<file path="src/rtl/pwm_quad_pkg.sv">
`timescale 1ns/1ps
// Package: shared constants and the register-group encoding of the quad PWM.
// Assumes four channels organised as two pairs and a 4-bit register address.
package pwm_quad_pkg;
    localparam int NCH   = 4;
    localparam int NPAIR = NCH / 2;
    localparam int AW    = 4;

    // Upper two address bits select a register group.
    typedef enum logic [1:0] {
        GRP_CTRL = 2'd0,
        GRP_CNT  = 2'd1,
        GRP_PER  = 2'd2,
        GRP_DUTY = 2'd3
    } grp_e;

    // Lower two address bits inside the control group.
    localparam logic [1:0] CTRL_EN  = 2'd0;
    localparam logic [1:0] CTRL_POL = 2'd1;
    localparam logic [1:0] CTRL_SEL = 2'd2;
    localparam logic [1:0] CTRL_CFG = 2'd3;
endpackage

</file>
<file path="src/rtl/pwm_quad_regs.sv">
`timescale 1ns/1ps
// Register file: holds the control bits and the period/duty holding registers.
// Decodes counter writes into one-cycle clear pulses and serves reads.
// Assumes CW >= NCH so the control bits fit in one data word.
module pwm_quad_regs
    import pwm_quad_pkg::*;
#(
    parameter int CW = 8
) (
    input  logic                     clk,
    input  logic                     rst_n,
    input  logic                     bus_wr,
    input  logic [AW-1:0]            bus_addr,
    input  logic [CW-1:0]            bus_wdata,
    output logic [CW-1:0]            bus_rdata,
    input  logic [NCH-1:0][CW-1:0]   cnt_in,
    output logic [NCH-1:0]           en_o,
    output logic [NCH-1:0]           pol_o,
    output logic [NCH-1:0]           sel_o,
    output logic [NCH-1:0]           cfg_o,
    output logic [NCH-1:0][CW-1:0]   per_buf_o,
    output logic [NCH-1:0][CW-1:0]   duty_buf_o,
    output logic [NCH-1:0]           cnt_wr_o
);
    grp_e       grp;
    logic [1:0] idx;

    assign grp = grp_e'(bus_addr[3:2]);
    assign idx = bus_addr[1:0];

    // Register writes: control bits and holding registers.
    always_ff @(posedge clk) begin
        if (!rst_n) begin
            en_o       <= '0;
            pol_o      <= '0;
            sel_o      <= '0;
            cfg_o      <= '0;
            per_buf_o  <= '0;
            duty_buf_o <= '0;
        end else if (bus_wr) begin
            case (grp)
                GRP_CTRL: begin
                    case (idx)
                        CTRL_EN:  en_o  <= bus_wdata[NCH-1:0];
                        CTRL_POL: pol_o <= bus_wdata[NCH-1:0];
                        CTRL_SEL: sel_o <= bus_wdata[NCH-1:0];
                        default:  cfg_o <= bus_wdata[NCH-1:0];
                    endcase
                end
                GRP_PER:  per_buf_o[idx]  <= bus_wdata;
                GRP_DUTY: duty_buf_o[idx] <= bus_wdata;
                default:  ;
            endcase
        end
    end

    // Counter write pulses, one per channel.
    for (genvar g = 0; g < NCH; g++) begin : g_cwr
        assign cnt_wr_o[g] = bus_wr && (grp == GRP_CNT) && (idx == 2'(g));
    end

    // Read mux over all register groups.
    always_comb begin
        bus_rdata = '0;
        case (grp)
            GRP_CTRL: begin
                case (idx)
                    CTRL_EN:  bus_rdata[NCH-1:0] = en_o;
                    CTRL_POL: bus_rdata[NCH-1:0] = pol_o;
                    CTRL_SEL: bus_rdata[NCH-1:0] = sel_o;
                    default:  bus_rdata[NCH-1:0] = cfg_o;
                endcase
            end
            GRP_CNT:  bus_rdata = cnt_in[idx];
            GRP_PER:  bus_rdata = per_buf_o[idx];
            default:  bus_rdata = duty_buf_o[idx];
        endcase
    end
endmodule

</file>
<file path="src/rtl/pwm_quad_step.sv">
`timescale 1ns/1ps
// Counter step: next count, wrap flag and duty-compare for a W-bit channel.
// Pure combinational; assumes the count never exceeds the period.
module pwm_quad_step #(
    parameter int W = 8
) (
    input  logic [W-1:0] cnt,
    input  logic [W-1:0] per,
    input  logic [W-1:0] duty,
    output logic [W-1:0] nxt,
    output logic         wrap,
    output logic         act
);
    assign wrap = (cnt == per);
    assign nxt  = wrap ? '0 : cnt + W'(1);
    assign act  = (cnt < duty);
endmodule

</file>
<file path="src/rtl/pwm_quad_pair.sv">
`timescale 1ns/1ps
// Channel pair: two CW-bit channels that can run alone or as one 2*CW channel.
// Holds counters, active period/duty and the registered pins.
// Assumes the even channel (index 0) is the low byte and owns joined-mode controls.
module pwm_quad_pair #(
    parameter int CW = 8
) (
    input  logic                 clk,
    input  logic                 rst_n,
    input  logic [1:0]           tick,
    input  logic [1:0]           en,
    input  logic [1:0]           pol,
    input  logic                 jn,
    input  logic [1:0][CW-1:0]   per_buf,
    input  logic [1:0][CW-1:0]   duty_buf,
    input  logic [1:0]           cnt_wr,
    output logic [1:0][CW-1:0]   cnt_o,
    output logic [1:0][CW-1:0]   per_o,
    output logic [1:0]           pwm_o
);
    localparam int DW = 2 * CW;

    logic [1:0][CW-1:0] cnt_q, per_q, duty_q;
    logic               jn_q;
    logic               restart;

    logic [CW-1:0] nxt8 [2];
    logic [1:0]    wrap8, act8;
    logic [DW-1:0] cnt_w, per_w, duty_w, nxt16;
    logic          wrap16, act16;

    assign cnt_w   = cnt_q;
    assign per_w   = per_q;
    assign duty_w  = duty_q;
    assign restart = (jn != jn_q);

    for (genvar g = 0; g < 2; g++) begin : g_s8
        pwm_quad_step #(.W(CW)) u_step8 (
            .cnt (cnt_q[g]),
            .per (per_q[g]),
            .duty(duty_q[g]),
            .nxt (nxt8[g]),
            .wrap(wrap8[g]),
            .act (act8[g])
        );
    end

    pwm_quad_step #(.W(DW)) u_step16 (
        .cnt (cnt_w),
        .per (per_w),
        .duty(duty_w),
        .nxt (nxt16),
        .wrap(wrap16),
        .act (act16)
    );

    // Counter and active-register update in joined or split mode.
    always_ff @(posedge clk) begin
        if (!rst_n) begin
            cnt_q  <= '0;
            per_q  <= '0;
            duty_q <= '0;
            jn_q   <= 1'b0;
        end else begin
            jn_q <= jn;
            if (jn) begin
                if (!en[0] || restart || (|cnt_wr)) begin
                    cnt_q  <= '0;
                    per_q  <= per_buf;
                    duty_q <= duty_buf;
                end else if (tick[0]) begin
                    cnt_q <= nxt16;
                    if (wrap16) begin
                        per_q  <= per_buf;
                        duty_q <= duty_buf;
                    end
                end
            end else begin
                for (int i = 0; i < 2; i++) begin
                    if (!en[i] || restart || cnt_wr[i]) begin
                        cnt_q[i]  <= '0;
                        per_q[i]  <= per_buf[i];
                        duty_q[i] <= duty_buf[i];
                    end else if (tick[i]) begin
                        cnt_q[i] <= nxt8[i];
                        if (wrap8[i]) begin
                            per_q[i]  <= per_buf[i];
                            duty_q[i] <= duty_buf[i];
                        end
                    end
                end
            end
        end
    end

    // Registered pin levels from the compare results.
    always_ff @(posedge clk) begin
        if (!rst_n) begin
            pwm_o <= '0;
        end else if (jn) begin
            pwm_o[0] <= en[0] & (act16 ? pol[0] : ~pol[0]);
            pwm_o[1] <= 1'b0;
        end else begin
            for (int i = 0; i < 2; i++) begin
                pwm_o[i] <= en[i] & (act8[i] ? pol[i] : ~pol[i]);
            end
        end
    end

    assign cnt_o = cnt_q;
    assign per_o = per_q;
endmodule

</file>
<file path="src/rtl/pwm_quad.sv">
`timescale 1ns/1ps
// Quad PWM top: register file, per-channel strobe routing and two channel pairs.
// Assumes the three strobes are single-cycle clock enables in the clk domain.
module pwm_quad
    import pwm_quad_pkg::*;
#(
    parameter int CW = 8
) (
    input  logic           clk,
    input  logic           rst_n,
    input  logic           bus_wr,
    input  logic [AW-1:0]  bus_addr,
    input  logic [CW-1:0]  bus_wdata,
    output logic [CW-1:0]  bus_rdata,
    input  logic           stb_a,
    input  logic           stb_b,
    input  logic           stb_s,
    output logic [NCH-1:0] pwm_out
);
    logic [NCH-1:0]          en_w, pol_w, sel_w, cfg_w, cnt_wr_w;
    logic [NCH-1:0][CW-1:0]  per_buf_w, duty_buf_w;
    wire  [NCH-1:0][CW-1:0]  cnt_w, per_w;
    wire  [NCH-1:0]          pwm_w;
    wire  [NCH-1:0]          tick_w;

    pwm_quad_regs #(.CW(CW)) u_regs (
        .clk       (clk),
        .rst_n     (rst_n),
        .bus_wr    (bus_wr),
        .bus_addr  (bus_addr),
        .bus_wdata (bus_wdata),
        .bus_rdata (bus_rdata),
        .cnt_in    (cnt_w),
        .en_o      (en_w),
        .pol_o     (pol_w),
        .sel_o     (sel_w),
        .cfg_o     (cfg_w),
        .per_buf_o (per_buf_w),
        .duty_buf_o(duty_buf_w),
        .cnt_wr_o  (cnt_wr_w)
    );

    // Strobe routing: A, or the pair's alternate (B or S).
    for (genvar c = 0; c < NCH; c++) begin : g_tick
        assign tick_w[c] = sel_w[c] ? (cfg_w[NPAIR + c/2] ? stb_s : stb_b) : stb_a;
    end

    for (genvar p = 0; p < NPAIR; p++) begin : g_pair
        pwm_quad_pair #(.CW(CW)) u_pair (
            .clk     (clk),
            .rst_n   (rst_n),
            .tick    (tick_w[2*p+1:2*p]),
            .en      (en_w[2*p+1:2*p]),
            .pol     (pol_w[2*p+1:2*p]),
            .jn      (cfg_w[p]),
            .per_buf (per_buf_w[2*p+1:2*p]),
            .duty_buf(duty_buf_w[2*p+1:2*p]),
            .cnt_wr  (cnt_wr_w[2*p+1:2*p]),
            .cnt_o   (cnt_w[2*p+1:2*p]),
            .per_o   (per_w[2*p+1:2*p]),
            .pwm_o   (pwm_w[2*p+1:2*p])
        );
    end

    assign pwm_out = pwm_w;
endmodule

</file>
<file path="config.mk">
export PLATFORM = sky130hd
export DESIGN_NAME = pwm_quad
export DESIGN_NICKNAME = d
export VERILOG_FILES = /design/src/rtl/pwm_quad_pkg.sv /design/src/rtl/pwm_quad_regs.sv /design/src/rtl/pwm_quad_step.sv /design/src/rtl/pwm_quad_pair.sv /design/src/rtl/pwm_quad.sv
export SDC_FILE = /design/constraint.sdc
export NUM_CORES = 1
export LEC_CHECK = 0
export BUFFER_PORTS_ARGS = -buffer_cell sky130_fd_sc_hd__buf_4
export CORE_MARGIN = 2
export CORE_UTILIZATION = 45
export CTS_CLUSTER_DIAMETER = 100
export DETAILED_ROUTE_END_ITERATION = 8
export GPL_TIMING_DRIVEN = 0
export MAX_ROUTING_LAYER = met4
export PLACE_DENSITY = 0.6
export REMOVE_ABC_BUFFERS = 1
export SKIP_LAST_GASP = 1
export SYNTH_ARGS = -nofsm -noshare
export SYNTH_HDL_FRONTEND = slang
export SYNTH_SLANG_ARGS = --single-unit
</file>
<file path="constraint.sdc">
create_clock -name clk -period 2.1 [get_ports clk]
set_clock_uncertainty 0.1 [all_clocks]
set_input_delay 0.21 -clock clk [delete_from_list [all_inputs] [get_ports clk]]
set_output_delay 0.21 -clock clk [all_outputs]
set_load 0.05 [all_outputs]
</file>
==> flow_summary.ini, run 1 <==
[timing]
setup_violations = 79
setup_tns_ps = -5210
setup_slack_ps = -229
tightestPinTransition_ps = 1090
period_needed_ps = 2330
drv_slew = 0
finalHoldViolCount = 0
slew_headroom = 0.274
fmax_ghz = 0.429
rsz0062_at_grt = yes
post-route-period-util = 1.11
whs_ps = 13.6

[power_and_ir_drop]
leakage_nw = 4.94
p_per_area_mw_per_mm2 = 588
peakVddDrop_uv = 531

[route]
via_count = 8115
drc = 0
antenna_left = 0
vias_per_cell = 5.79
drtIter0Drc = 743
drtPass1Iterations = 5
drt_wl_total_mm = 29.2
detail_route.wl_per_cell_um = 20.8

[place]
hpwl_mm = 17.6
routabilityCongestion = 0.849
io_buffers = 29
postPlaceCellArea_mm2 = 0.0100

[logic_synthesis]
ys_seq_elements = 182
synth-edff-count = 0
synthTopCellsByArea = dfxtp_1 (37%), mux2i_1 (14%), mux4_2 (7.4%), ha_1 (4.6%), nor2_1 (4.6%)
synth_warnings = 0
seq_area_frac_synth = 0.373
synth_area_leader_cell = dfxtp_1
synth_cell_type_count = 71
synthCells = 1046
syn_area_mm2 = 0.00976
asyncSetResetFlopFracSynth = 0
synth_top_area_share = 0.373
syn_area_per_cell_um2 = 9.33
synth_flop_cell = dfxtp_1

[floorplanning]
die_x_um = 151
rows = 53
start_util = 0.461
die_h_um = 151
die_area_mm2 = 0.0229
top_level_ports = 30
core_mm2 = 0.0212

[critical_path]
crit_buf_inv = 1
worstSetupStartpointType = register
r2r_slack_ps = -110
reg2reg_to = g_pair[1].u_pair.cnt_o[12]
end_kind = primary output
cp_common_cell = mux4_2
worst_r2r_path_depth = 8
r2r_start = g_pair[1].u_pair.cnt_o[7]
critPathTopFamily = multiplexers
path_cells = mux4_2 > mux4_2 > buf_8
cpPeakStageDelay_ps = 540
cpMaxStageDelayCell = mux4_2
path_max_fanout = 2
crit_type = register to primary output
arrival_ps = 2020
required_ps = 1790

[worst_hold_path]
hp-class = input pin to register
min_to = u_regs.en_o[2]
holdPathStages = 3
hold_start = bus_wdata[2]

[cts]
root_buffer = clkbuf_16
cts.clk_slew.worst_paths_ps = 70
clk_latency_ps = 450
cts_buffer_depth = 2
htree_levels = 4
cts.sinks = 182
cts_buffers = 17
cts_tree = built

[run_status]
status = finished, violations left
violations = negative setup slack

[global_routing]
grt.total_usage = 0.260
overflow = 0
grt_pass1_vias = 7631
grt_pass1_wl_mm = 43.4
grt_max_degree = 109
grt_antenna_before_repair = 1

[layout]
nets = 1167
synthToLayoutAreaGrowth_pct = 26.7
final_layout_size_suffix_gt1_frac = 0.311
fin_area_mm2 = 0.0124
final_common_cell = mux2i_1
final_cell_mix = mux2i_1 (129), dfxtp_1 (127), nor2_1 (118)

[job]
maxCapViolCount = 0
[synthesized netlist by cell type (5+ instances only)]
cell type	count
a31oi_1	5
xor2_1	21
inv_1	35
o21ai_0	26
nand2_1	111
a21oi_1	24
o21a_1	7
mux2i_1	132
dfxtp_1	182
buf_2	14
a21o_1	10
nor2_1	120
nand2b_1	7
nor3_1	23
clkbuf_1	52
buf_1	6
and3_1	8
a211oi_1	6
o31ai_1	12
mux2_2	6
mux4_2	32
xnor2_1	32
ha_1	36
nand3_1	35
nand4_1	23
[worst max-delay path by stage]
stage	end	from	slack, ps	cells past startpoint
after global routing	bus_rdata[3]	g_pair[1].u_pair.cnt_o[11]	-250	3
after CTS	bus_rdata[3]	u_regs.en_o[3]	-240	3
after floorplan	g_pair[1].u_pair.per_o[11]	g_pair[1].u_pair.cnt_o[8]	-330	5
after global placement	g_pair[1].u_pair.per_o[15]	g_pair[1].u_pair.cnt_o[13]	-1330	6
after detailed placement	g_pair[1].u_pair.per_o[14]	g_pair[1].u_pair.cnt_o[13]	-1300	5
final	bus_rdata[3]	u_regs.en_o[3]	-230	3
[what timing repair did]
action | 4_1_cts | 5_1_grt
setup endpoints to repair | 107 | 107
pin swaps | 17 | 66
setup buffers | 47 | 33
gates resized for setup | 132 | 134
cloned | 5 | 6
endpoints found under the hold margin | 23 | 0
hold buffers | 5 | 0
[metal layers]
metal,track usage,up-vias,wire [µm]
li1,-,3857,-
met1,0.335,3944,13000
met2,0.408,232,13600
met3,0.0452,82,1330
met4,0.0967,0,1180
met5,-,-,0
[through the flow]
| step | power [mW] | setup WS [ps] | instances | utilization |
|---|---|---|---|---|
| after global routing | 7.49 | -246 | 1402 | 0.585 |
| after CTS | 7.25 | -237 | 1362 | 0.540 |
| final | 7.27 | -229 | 1402 | 0.585 |
| after floorplan | 3.78 | -327 | 968 | - |
| after detailed placement | 3.98 | -1300 | 1273 | 0.473 |
| after global placement | 3.97 | -1330 | 1272 | 0.471 |
[where the power goes]
group	switching (mW)	internal [mW]	total, mW
Clock	1.49	1.82	3.32
Combinational	0.308	0.188	0.496
Sequential	0.0259	3.43	3.46
[registers in the layout, indices dropped and copies added (netlist names)]
| signal | cells |
|---|---|
| u_regs.cfg_o | 4 |
| u_regs.sel_o | 4 |
| g_pair.u_pair.cnt_o | 32 |
| u_regs.duty_buf_o | 32 |
| u_regs.per_buf_o | 32 |
| g_pair.u_pair.duty_q | 32 |
| u_regs.pol_o | 4 |
| g_pair.u_pair.jn_q | 2 |
| g_pair.u_pair.per_o | 32 |
| g_pair.u_pair.pwm_o | 4 |
| u_regs.en_o | 4 |
[logic make-up (layout without fill, tap and decap cells)]
kind of cell,count (synthesis),after routing,share of synthesized area
AO/OA/AOI/OAI,125,132,0.0891
XOR/XNOR,53,53,0.0476
adder cells (fa/ha/maj),36,36,0.0461
buffers and inverters,114,184,0.0499
flip-flops,182,182,0.373
multiplexers,170,170,0.216
other,0,1,0
AND/OR/NAND/NOR,366,369,0.178
[tightest hold or removal path, stage by stage]
cell and delay, ps:
buf_4 170, nand3_1 80, a21oi_1 50
[cell type report]
class | count | area (µm²)
antenna | 1 | 2.50
clock buffer | 18 | 439
clock inverter | 14 | 164
fill | 1761 | 8790
inverter | 36 | 138
multi-input combinational | 760 | 6390
sequential | 182 | 3800
tap | 275 | 344
timing repair buffer | 116 | 1080
Power figures use the tool's default switching activity.
==> inputs of run 2 (changes only) <==
--- a/config.mk
+++ b/config.mk
@@ -14,7 +14,6 @@
 export MAX_ROUTING_LAYER = met4
 export PLACE_DENSITY = 0.6
 export REMOVE_ABC_BUFFERS = 1
-export SKIP_LAST_GASP = 1
 export SYNTH_ARGS = -nofsm -noshare
 export SYNTH_HDL_FRONTEND = slang
 export SYNTH_SLANG_ARGS = --single-unit
==> run 2 against run 1 <==
Effect of this change: the flow still finishes with violations (negative setup slack); register-to-register slack got worse by 80 ps; largest cell class unchanged; setup slack worse by 2.9 ps; die area did not move; core utilization grew 0.49 points; clock-buffer cell count is the same; highest routed layer unchanged; flip-flop and latch count stayed put.
==> flow_summary.ini, run 2 (synthesized netlist as in run 1, its figures left out) <==
[critical_path]
crit_buf_inv = 1
critPathTopFamily = multiplexers
end_kind = primary output
cpPeakStageDelay_ps = 540
path_max_fanout = 2
cpMaxStageDelayCell = mux4_2
required_ps = 1790
worstSetupStartpointType = register
arrival_ps = 2020
cp_common_cell = mux4_2
crit_type = register to primary output
path_cells = mux4_2 > mux4_2 > buf_8

[route]
drtPass1Iterations = 5
vias_per_cell = 5.86
wl_met3_mm = 1.61
via_count = 8239
drt_wl_total_mm = 29.6
drc = 0
route.met2.wl_mm = 14.0
drtIter0Drc = 721
detail_route.wl_per_cell_um = 21.0
antenna_left = 0
wl_met1_mm = 12.8
top_layer = met4

[job]
maxCapViolCount = 0

[timing]
period_needed_ps = 2330
setup_slack_ps = -232
setup_violations = 91
fmax_ghz = 0.429
post-route-period-util = 1.11
tightestPinTransition_ps = 1110
slew_headroom = 0.255
whs_ps = 16.2
drv_slew = 0
finalHoldViolCount = 0
rsz0062_at_grt = yes

[cts]
cts.sinks = 182
htree_levels = 4
cts.clk_slew.worst_paths_ps = 70
cts_buffers = 17
clk_latency_ps = 450
root_buffer = clkbuf_16
cts_buffer_depth = 2
cts_tree = built

[place]
postPlaceCellArea_mm2 = 0.0100
pre_cts_ws_ps = -1300
routabilityCongestion = 0.849
io_buffers = 29
hpwl_mm = 17.6

[floorplanning]
core_mm2 = 0.0212
rows = 53
start_util = 0.461
top_level_ports = 30
die_x_um = 151
die_area_mm2 = 0.0229
die_h_um = 151

[power_and_ir_drop]
p_per_area_mw_per_mm2 = 585
peakVddDrop_uv = 529
p_sw_mw = 1.84
leakage_nw = 4.99
power_frac_comb = 0.069
p_clk_frac = 0.456
seq_power_share = 0.475
power_switching_share = 0.252
p_int_mw = 5.45

[global_routing]
grt_pass1_wl_mm = 43.6
grt_pass1_vias = 7648
grt_antenna_before_repair = 1
grt.total_usage = 0.260
overflow = 0
grt_max_degree = 109

[layout]
final_layout_size_suffix_gt1_frac = 0.314
synthToLayoutAreaGrowth_pct = 27.8
fin_area_mm2 = 0.0125
nets = 1172
fin_util = 0.589
final_cell_mix = mux2i_1 (128), dfxtp_1 (128), nor2_1 (117)

[run_status]
violations = negative setup slack
status = finished, violations left

[worst_hold_path]
hp-class = input pin to register
## run 2: power by group through the flow
stage,Sequential (mW),Clock (mW),Combinational (mW)
floorplan,3.58,0,0.199
global placement,3.59,0,0.383
detailed placement,3.59,0,0.393
CTS,3.46,3.35,0.444
global route,3.46,3.50,0.539
finish,3.46,3.32,0.507
## run 2: cell type report
type / instances / area [µm²]
well taps: 275 / 344
inverters: 36 / 138
multi-input cells: 760 / 6430
repair buffers: 121 / 1150
fillers: 1746 / 8680
clock buffers: 18 / 439
clock inverters: 14 / 164
diodes: 1 / 2.50
flip-flops and latches: 182 / 3800
## run 2: metal layers
metal,global-route usage,vias to the layer above
li1,-,3868
met1,0.338,4011
met4,0.0958,0
met2,0.410,278
met3,0.0446,82
met5,-,-
## run 2: worst paths after layout
| kind | from | endpoint | slack (ps) | depth (start not counted) |
|---|---|---|---|---|
| min reg2reg | g_pair[1].u_pair.duty_q[2] | g_pair[1].u_pair.duty_q[2] | 360 | 2 |
| max reg2reg | g_pair[1].u_pair.cnt_o[2] | g_pair[1].u_pair.duty_q[8] | -190 | 9 |
| max | u_regs.en_o[3] | bus_rdata[3] | -230 | 3 |
| min | bus_wdata[2] | u_regs.en_o[2] | 20 | 3 |
## run 2: tightest hold or removal path, cell delays in order
cell	delay [ps]
buf_4	170
nand3_1	80
a21oi_1	50
## run 2: what timing repair did
action / CTS / global route
resized for setup: 153 / 130
buffers inserted: 47 / 38
hold buffers: 5 / 0
pin swaps: 27 / 49
endpoints found under the hold margin: 23 / 0
cloned: 5 / 6
endpoints found under the setup margin: 107 / 107
## run 2: stage by stage
step	std cells	TNS, ps	power, mW
finish	1407	-7410	7.29
global route	1407	-12230	7.50
CTS	1362	-2890	7.26
detailed placement	1273	-106310	3.98
global placement	1272	-167820	3.97
floorplan	968	-20780	3.78
==> inputs of run 3 (changes only) <==
--- a/config.mk
+++ b/config.mk
@@ -5,6 +5,7 @@
 export SDC_FILE = /design/constraint.sdc
 export NUM_CORES = 1
 export LEC_CHECK = 0
+export ABC_AREA = 1
 export BUFFER_PORTS_ARGS = -buffer_cell sky130_fd_sc_hd__buf_4
 export CORE_MARGIN = 2
 export CORE_UTILIZATION = 45
==> run 3 against run 2 <==
Effect of this change: the run now ends clean; global-route usage is 2.8 points higher; critical path depth is 2 higher; setup slack better by 240 ps; flip-flop and latch count stayed put; critical path type unchanged.
==> flow_summary.ini, run 3 <==
[run_status]
status = completed

[route]
drc = 0
detail_route.wl_per_cell_um = 17.8
via_count = 9762
drtPass1Iterations = 7
vias_per_cell = 5.40
drtIter0Drc = 805
antenna_left = 0
drt_wl_total_mm = 32.2

[layout]
final_layout_size_suffix_gt1_frac = 0.143
multi_input_area_mm2 = 0.00560
regArea_mm2 = 0.00370
final_cells = 1807
synthToLayoutAreaGrowth_pct = 18.0
final_common_cell = nand2_1
num_antenna_cells = 0
final_cell_mix = nand2_1 (312), nor2_1 (256), inv_1 (169)
fill_cells = 2084
nets = 1574

[critical_path]
cpPeakStageDelay_ps = 410
end_kind = primary output
required_ps = 1790
worstSetupStartpointType = register
cpMaxStageDelayCell = dfxtp_2
crit_type = register to primary output
cp_common_cell = o21ai_0
worst_r2r_path_depth = 12
arrival_ps = 1780
path_cells = inv_2 > o21ai_0 > o21ai_0 > nand4_1 > buf_4
path_max_fanout = 7

[global_routing]
grt_util_met3 = 0.0328
use_met1 = 0.363
busiest_layer = met2
use_met2 = 0.465
grt_pass1_vias = 8720
grt_pass1_wl_mm = 48.5
grt.total_usage = 0.289
overflow = 0
grt_antenna_before_repair = 0
grt_max_degree = 149

[logic_synthesis]
synth-edff-count = 0
synth_warnings = 0
synth.most_common_cell = nand2_1
seq_area_frac_synth = 0.373
yosys-top-cells-count = nand2_1 (323), nor2_1 (270), dfxtp_1 (182)
asyncSetResetFlopFracSynth = 0
synth_area_leader_cell = dfxtp_1
syn_area_per_cell_um2 = 6.60
synth_flop_cell = dfxtp_1
synth_cell_type_count = 39
ys_seq_elements = 182
synth_top_area_share = 0.373
synthCells = 1478
syn_area_mm2 = 0.00976
synthTopCellsByArea = dfxtp_1 (37%), nand2_1 (12%), nor2_1 (10%), inv_1 (6.8%), o21ai_0 (6.6%)

[power_and_ir_drop]
p_per_area_mw_per_mm2 = 638
leakage_nw = 4.95
peakVddDrop_uv = 513

[timing]
period_needed_ps = 2090
whs_ps = 7.80
post-route-period-util = 0.995
finalHoldViolCount = 0
setup_slack_ps = 9.85
tightestPinTransition_ps = 1050
drv_slew = 0
fmax_ghz = 0.478
slew_headroom = 0.303
setup_violations = 0

[floorplanning]
die_h_um = 151
core_mm2 = 0.0212
die_area_mm2 = 0.0229
top_level_ports = 30
die_x_um = 151
rows = 53
start_util = 0.461

[place]
hpwl_mm = 21.2
io_buffers = 29
routabilityCongestion = 0.913
pre_cts_ws_ps = -1270
dp_cells = 1729

[cts]
clk_latency_ps = 440
cts_buffer_depth = 2
root_buffer = clkbuf_16
cts_buffers = 17
cts_tree = built
cts.clk_slew.worst_paths_ps = 70
cts.sinks = 182
htree_levels = 4

[worst_hold_path]
hp-class = input pin to register
holdPathStages = 3

[job]
maxCapViolCount = 0
==> run 3: changes by cell type after synthesis, sizes merged, moves of 14 or more <==
cell,previous run,this run
o22ai,1,17
nand2,111,332
inv,36,191
mux2i,132,0
a21oi,24,99
mux4,32,0
o21ai,28,133
clkbuf,52,32
o221ai,1,15
nor2,121,276
xnor2,32,2
==> run 3: final cells by class <==
class | instances | area share
flip-flops and latches | 182 | 0.322
clock inverters | 12 | 0.00870
repair inverters | 2 | 0.000870
clock buffers | 19 | 0.0385
well taps | 275 | 0.0299
multi-input cells | 1063 | 0.486
inverters | 193 | 0.0666
repair buffers | 61 | 0.0476
==> run 3: kinds of logic (layout without fill, tap and decap cells) <==
| family | count (synthesis) | in the layout | share of synthesized area |
|---|---|---|---|
| flops | 182 | 182 | 0.373 |
| simple gates | 694 | 707 | 0.290 |
| compound gates | 291 | 291 | 0.165 |
| xor+xnor | 29 | 29 | 0.0260 |
| fa+ha+maj | 36 | 36 | 0.0462 |
| buf+inv | 246 | 287 | 0.0990 |
==> run 3: through the flow <==
stage / TNS [ps] / util / power (mW) / cell area, µm²
5_1_grt: -1220 / 0.544 / 7.58 / 11500
6_report: 0 / 0.544 / 7.34 / 11500
2_1_floorplan: -2020 / - / 3.99 / 9510
4_1_cts: -105 / 0.523 / 7.28 / 11100
3_3_place_gp: -78540 / 0.476 / 4.24 / 10100
3_5_place_dp: -78800 / 0.476 / 4.24 / 10100
==> run 3: path summary, 6_finish.rpt <==
kind / from / endpoint / slack, ps
min reg2reg: u_regs.pol_o[1] / g_pair[0].u_pair.pwm_o[1] / 350
max: g_pair[0].u_pair.cnt_o[10] / bus_rdata[2] / 10
max reg2reg: g_pair[1].u_pair.cnt_o[8] / g_pair[1].u_pair.duty_q[12] / 40
min: bus_wdata[5] / u_regs.duty_buf_o[29] / 8
==> run 3: timing repair <==
item                       CTS  global route
gates resized for setup     69            70
setup buffers               12            18
pin swaps                    8            15
setup endpoints to repair  119           105
hold buffers                 2             0
hold endpoints to repair     6             0
gates cloned                 9             6
==> run 3: worst max-delay path, delay by kind of cell, from the launching register on <==
kind                   cells  cell delay (ps)
buffers and inverters      2              290
AO/OA/AOI/OAI              2              490
flip-flops                 1              410
AND/OR/NAND/NOR            1              140
==> run 3: where the power goes <==
| group | total, mW | switching [mW] | internal (mW) |
|---|---|---|---|
| clock | 3.05 | 1.50 | 1.56 |
| sequential | 3.55 | 0.0459 | 3.50 |
| combinational | 0.736 | 0.503 | 0.233 |
| total | 7.34 | 2.04 | 5.29 |
==> run 3: layer usage <==
metal	wire length, µm	part of all wire
met1	13900	0.43
met5	0	0
met2	15300	0.47
met3	1560	0.049
met4	1450	0.045
